File: config.mk
export PLATFORM = sky130hd
export DESIGN_NAME = dts_transition_sampler
export DESIGN_NICKNAME = d
export VERILOG_FILES = /design/src/rtl/dts_pkg.sv /design/src/rtl/dts_phase_sync.sv /design/src/rtl/dts_shift_bank.sv /design/src/rtl/dts_fill_tracker.sv /design/src/rtl/dts_edge_mapper.sv /design/src/rtl/dts_transition_sampler.sv
export SDC_FILE = /design/constraint.sdc
export NUM_CORES = 1
export LEC_CHECK = 0
export BUFFER_PORTS_ARGS = -buffer_cell sky130_fd_sc_hd__buf_2
export CAP_MARGIN = 20
export CORE_MARGIN = 1.5
export CORE_UTILIZATION = 50
export CTS_CLUSTER_SIZE = 10
export DETAILED_ROUTE_END_ITERATION = 10
export PLACE_DENSITY = 0.86
export SYNTH_ARGS = -nofsm -noshare
export SYNTH_HDL_FRONTEND = slang
export SYNTH_SLANG_ARGS = --single-unit
File: constraint.sdc
create_clock -name clk -period 1.25 [get_ports clk]
set_input_delay 0.0625 -clock clk [delete_from_list [all_inputs] [get_ports clk]]
set_output_delay 0.0625 -clock clk [all_outputs]
set_load 0.005 [all_outputs]
File: src/rtl/dts_pkg.sv
package dts_pkg;
  typedef enum logic {
    FILLING = 1'b0,
    ARMED   = 1'b1
  } fill_state_e;
endpackage

File: src/rtl/dts_phase_sync.sv
module dts_phase_sync #(
  parameter int STAGES = 2
) (
  input  logic clk,
  input  logic rst_n,
  input  logic phase_i,
  output logic rise_o
);
  logic [STAGES-1:0] chain_q;
  logic              last_q;

  always_ff @(posedge clk or negedge rst_n) begin
    if (!rst_n) begin
      chain_q <= '0;
      last_q  <= 1'b0;
    end else begin
      chain_q <= {chain_q[STAGES-2:0], phase_i};
      last_q  <= chain_q[STAGES-1];
    end
  end

  assign rise_o = chain_q[STAGES-1] & ~last_q;
endmodule

File: src/rtl/dts_shift_bank.sv
module dts_shift_bank #(
  parameter int DEPTH   = 16,
  parameter bit ON_FALL = 1'b0
) (
  input  logic             clk,
  input  logic             rst_n,
  input  logic             din,
  output logic [DEPTH-1:0] q,
  output logic [DEPTH-1:0] q_next
);
  // newest sample enters at the top, oldest sits at bit 0
  assign q_next = {din, q[DEPTH-1:1]};

  generate
    if (ON_FALL) begin : g_fall
      always_ff @(negedge clk or negedge rst_n) begin
        if (!rst_n) q <= '0;
        else        q <= q_next;
      end
    end else begin : g_rise
      always_ff @(posedge clk or negedge rst_n) begin
        if (!rst_n) q <= '0;
        else        q <= q_next;
      end
    end
  endgenerate
endmodule

File: src/rtl/dts_fill_tracker.sv
module dts_fill_tracker #(
  parameter int DEPTH = 16
) (
  input  logic clk,
  input  logic rst_n,
  output logic full_o
);
  import dts_pkg::*;
  localparam int CW = $clog2(DEPTH + 1);

  logic [CW-1:0] cnt_q;
  fill_state_e   state_q;

  always_ff @(posedge clk or negedge rst_n) begin
    if (!rst_n) begin
      cnt_q   <= '0;
      state_q <= FILLING;
    end else if (state_q == FILLING) begin
      cnt_q <= cnt_q + 1'b1;
      if (cnt_q == CW'(DEPTH - 1)) state_q <= ARMED;
    end
  end

  assign full_o = (state_q == ARMED);
endmodule

File: src/rtl/dts_edge_mapper.sv
module dts_edge_mapper #(
  parameter int DEPTH = 16
) (
  input  logic [DEPTH-1:0]   fall_q,
  input  logic [DEPTH-1:0]   rise_next,
  output logic [2*DEPTH-1:0] window_o,
  output logic [2*DEPTH-2:0] map_o
);
  localparam int WIN = 2 * DEPTH;

  generate
    for (genvar k = 0; k < DEPTH; k++) begin : g_merge
      assign window_o[2*k]   = fall_q[k];
      assign window_o[2*k+1] = rise_next[k];
    end
    for (genvar i = 0; i < WIN - 1; i++) begin : g_xor
      assign map_o[i] = window_o[i] ^ window_o[i+1];
    end
  endgenerate
endmodule

File: src/rtl/dts_transition_sampler.sv
module dts_transition_sampler #(
  parameter int HALF_DEPTH  = 16,
  parameter int SYNC_STAGES = 2
) (
  input  logic                      clk,
  input  logic                      rst_n,
  input  logic                      phi_i,
  input  logic                      probe_i,
  output logic [2*HALF_DEPTH-1:0]   snap_o,
  output logic [2*HALF_DEPTH-2:0]   edge_map_o,
  output logic                      valid_o
);
  localparam int WIN  = 2 * HALF_DEPTH;
  localparam int MAPW = WIN - 1;

  logic                  phi_rise;
  logic                  win_full;
  logic [HALF_DEPTH-1:0] rise_q, rise_next;
  logic [HALF_DEPTH-1:0] fall_q, fall_next;
  logic [WIN-1:0]        window;
  logic [MAPW-1:0]       map;
  logic                  take;

  dts_phase_sync #(.STAGES(SYNC_STAGES)) u_sync (
    .clk(clk), .rst_n(rst_n), .phase_i(phi_i), .rise_o(phi_rise)
  );

  dts_shift_bank #(.DEPTH(HALF_DEPTH), .ON_FALL(1'b0)) u_rise_bank (
    .clk(clk), .rst_n(rst_n), .din(probe_i), .q(rise_q), .q_next(rise_next)
  );

  dts_shift_bank #(.DEPTH(HALF_DEPTH), .ON_FALL(1'b1)) u_fall_bank (
    .clk(clk), .rst_n(rst_n), .din(probe_i), .q(fall_q), .q_next(fall_next)
  );

  dts_fill_tracker #(.DEPTH(HALF_DEPTH)) u_fill (
    .clk(clk), .rst_n(rst_n), .full_o(win_full)
  );

  dts_edge_mapper #(.DEPTH(HALF_DEPTH)) u_mapper (
    .fall_q(fall_q), .rise_next(rise_next), .window_o(window), .map_o(map)
  );

  assign take = phi_rise & win_full;

  always_ff @(posedge clk or negedge rst_n) begin
    if (!rst_n) begin
      snap_o     <= '0;
      edge_map_o <= '0;
      valid_o    <= 1'b0;
    end else begin
      valid_o <= take;
      if (take) begin
        snap_o     <= window;
        edge_map_o <= map;
      end
    end
  end
endmodule

==> results by group <==
Global route
  – Global-route wire length before repair: approximately 12000 um
  – GRT Total Usage: around 18%
  – Number of global-route vias before repair: ~2300
  – Largest net degree at the start of global routing: 35
  – Initial antenna violation count: 0
  – GRT overflow: 0

Timing
  – Final WS setup: -0.354 ns
  – Hold Fails Final Rpt: 0
  – Setup Skew: between 0.015 and 0.02 ns
  – Worst rel slew slack: 71.0%
  – Final setup violation count: 56
  – Final Max Slew Viols: 0
  – Worst hold margin: roughly 0.18 ns
  – Setup_tns: -13.16 ns
  – Actual slew at the worst max-slew pin: around 0.43 ns
  – RSZ-0062 raised after global routing: true

Floorplan
  – Die area: slightly below 9000 um2
  – Core box area: between 7000 and 8000 um2
  – Initial core utilization: 52.3%
  – Die width: about 93 um
  – Row count: 32
  – Die Ht: 93.4 um
  – IO Pins: 68

Place
  – GPL Wtd Cong: 0.766
  – Placement Cell Area: roughly 4600 um2
  – Number of port buffers: 67
  – Post-DP HPWL: approximately 4600 um

Power and ir drop
  – Pleak: between 0.002 and 0.003 uW
  – Int Pwr: 5380 uW
  – Switching power: roughly 1800 uW
  – Clk pwr share: 25.5%
  – Comb power frac: between 10% and 20%
  – Sw Ratio: between 20% and 30%
  – Seq pwr share: 56.2%
  – Pwr Density: 1420 nW/um2
  – Maximum VDD drop: roughly 0.94 mV

Yosys
  – Syn avg cell area: 18.6 um2
  – Seq/Total Area, Yosys: 63.7%
  – Seq cells post-synth: 104
  – Syn nets: between 200 and 250
  – Mapped cell area: just over 4000 um2
  – Cells after synthesis: between 200 and 250
  – Post-synth cell types: 16
  – Yosys Warn Count: 0

Run status
  – Outcome: finished with violations
  – Failing checks: negative setup slack

CTS
  – Clock buffer count from CTS: 9
  – Clk sinks: 104
  – Clock Latency Late Sink: between 0.3 and 0.4 ns
  – Worst-path clk slew: roughly 0.10 ns
  – CTS tree: built
  – Root Driver: clkbuf_8
  – H-tree depth: 3
  – Clock Tree Buf Depth: 2

Drt
  – Length of the first detailed-routing pass in iterations: 2
  – Post-route ant nets: 0
  – Via count: ~2100
  – 1st-iter DRT viols: 21
  – Routed WL: 6960 um
  – Number of remaining DRC errors: 0
  – Post-DR vias/cell: around 4.8
  – DR WL/cell: 15.8 um

Cells and area
  – Ant. Diodes: 0
  – Final Instance Area: slightly above 5000 um2
  – Nets: between 300 and 400
  – Share of layout cells above drive strength 1: 56.6%
  – Synth-to-Final Area Change: 24.8%

Worst hold path
  – Min-Delay Path Class: in2async

Setup path
  – Crit. End Element: flop
  – Setup crit start kind: flop
  – Critical path peak fanout: 3
  – Critical Path RT: 1.49 ns
  – Crit Path Category: reg2reg
  – Crit path DAT: around 1.9 ns

Run
  – Max-cap violation count: 0
kinds of logic after synthesis:
kind of cell / count (synthesis) / share of synthesized area [%]
mux: 65 / 23.3
xor+xnor: 34 / 7.29
simple gates: 5 / 1.16
flops: 104 / 63.7
buf+inv: 10 / 3.89
fa+ha+maj: 2 / 0.613
what timing repair did:
item                                    4_1_cts  5_1_grt
hold endpoints to repair                     14        0
resized for setup                            17       14
endpoints found under the setup margin       56       65
buffers inserted                             12        4
hold buffers                                  3        0
pin swaps                                     1        8
gates cloned                                  2        1
area by class of cell:
cell class,count,area (um2)
flip-flops and latches,104,2600
repair buffers,111,840
multi-input cells,106,1350
clock inverters,6,45.0
well taps,102,128
fillers,556,2710
inverters,2,7.51
clock buffers,10,128
layer usage:
metal | routed length (um) | track usage, % | up-vias
met3 | 314 | 4.96 | 10
met4 | 91 | 6.44 | 0
li1 | - | - | 965
met5 | 0 | 0 | -
met1 | 2950 | 21.7 | 1070
met2 | 3610 | 29.3 | 54
metrics by stage:
stage	setup WS, ns	util [%]	power (uW)	cells
finish	-0.354	65.3	7220	441
global route	-0.378	65.3	7570	441
CTS	-0.306	64.6	7310	439
detailed placement	-0.339	59.2	5370	406
global placement	-0.325	59.2	5310	406
floorplan	-0.269	-	4790	220
final timing paths:
check                      depth (start not counted)  slack [ns]         startpoint                 to
min                                                2        0.18              rst_n         snap_o[24]
min in group clk                                   0        0.36  u_sync.chain_q[0]  u_sync.chain_q[1]
min reg2reg                                        0        0.36  u_sync.chain_q[0]  u_sync.chain_q[1]
max                                                2       -0.35   u_fall_bank.q[5]      edge_map_o[9]
max reg2reg                                        2       -0.35   u_fall_bank.q[5]      edge_map_o[9]
max in group asynchronous                          2        0.19              rst_n   u_fall_bank.q[3]
power groups by stage:
stage          clock, uW  sequential, uW  combinational, uW
3_3_place_gp           0            4100               1210
6_report            1840            4060               1320
5_1_grt             2030            4110               1430
3_5_place_dp           0            4110               1260
4_1_cts             1910            4060               1340
2_1_floorplan          0            4110                685
worst max-delay path, cell delays in order (launching register included):
cell and delay, ns:
dfrtn_1 0.49, xor2_1 0.11, mux2_4 0.29
cell usage after synthesis:
cell | number | area, um2
xnor2_1 | 3 | 26.3
inv_1 | 2 | 7.51
and3_1 | 1 | 6.26
nand2b_1 | 1 | 6.26
mux2_4 | 59 | 886
buf_6 | 1 | 11.3
mux2i_1 | 1 | 10.0
buf_12 | 7 | 140
dfrtp_1 | 88 | 2200
nand4b_1 | 1 | 8.76
ha_1 | 2 | 25.0
mux2_2 | 5 | 56.3
nand3b_4 | 1 | 20.0
dfrtn_1 | 16 | 400
or2_2 | 1 | 6.26
xor2_1 | 31 | 272
sequential cells by signal (all words and copies together) (netlist names):
| name | cells |
|---|---|
| u_sync.last_q | 1 |
| valid_o | 1 |
| u_sync.chain_q | 2 |
| u_fill.cnt_q | 5 |
| u_rise_bank.q | 15 |
| edge_map_o | 31 |
| snap_o | 32 |
| u_fall_bank.q | 16 |
| u_fill.full_o | 1 |
cells in the final DEF, fill, tap and decap left out, types with 2 or more instances in the layout:
cell	Yosys	layout
dfrtp_1	88	88
buf_2	0	66
mux2_4	59	59
xor2_1	31	31
buf_4	0	19
dfrtn_1	16	16
buf_6	1	15
clkbuf_8	0	9
mux2_2	5	5
buf_12	7	5
xnor2_1	3	3
clkinvlp_4	0	3
dlygate4sd3_1	0	3
inv_1	2	2
Note: power is estimated with default switching activity, not from simulation.
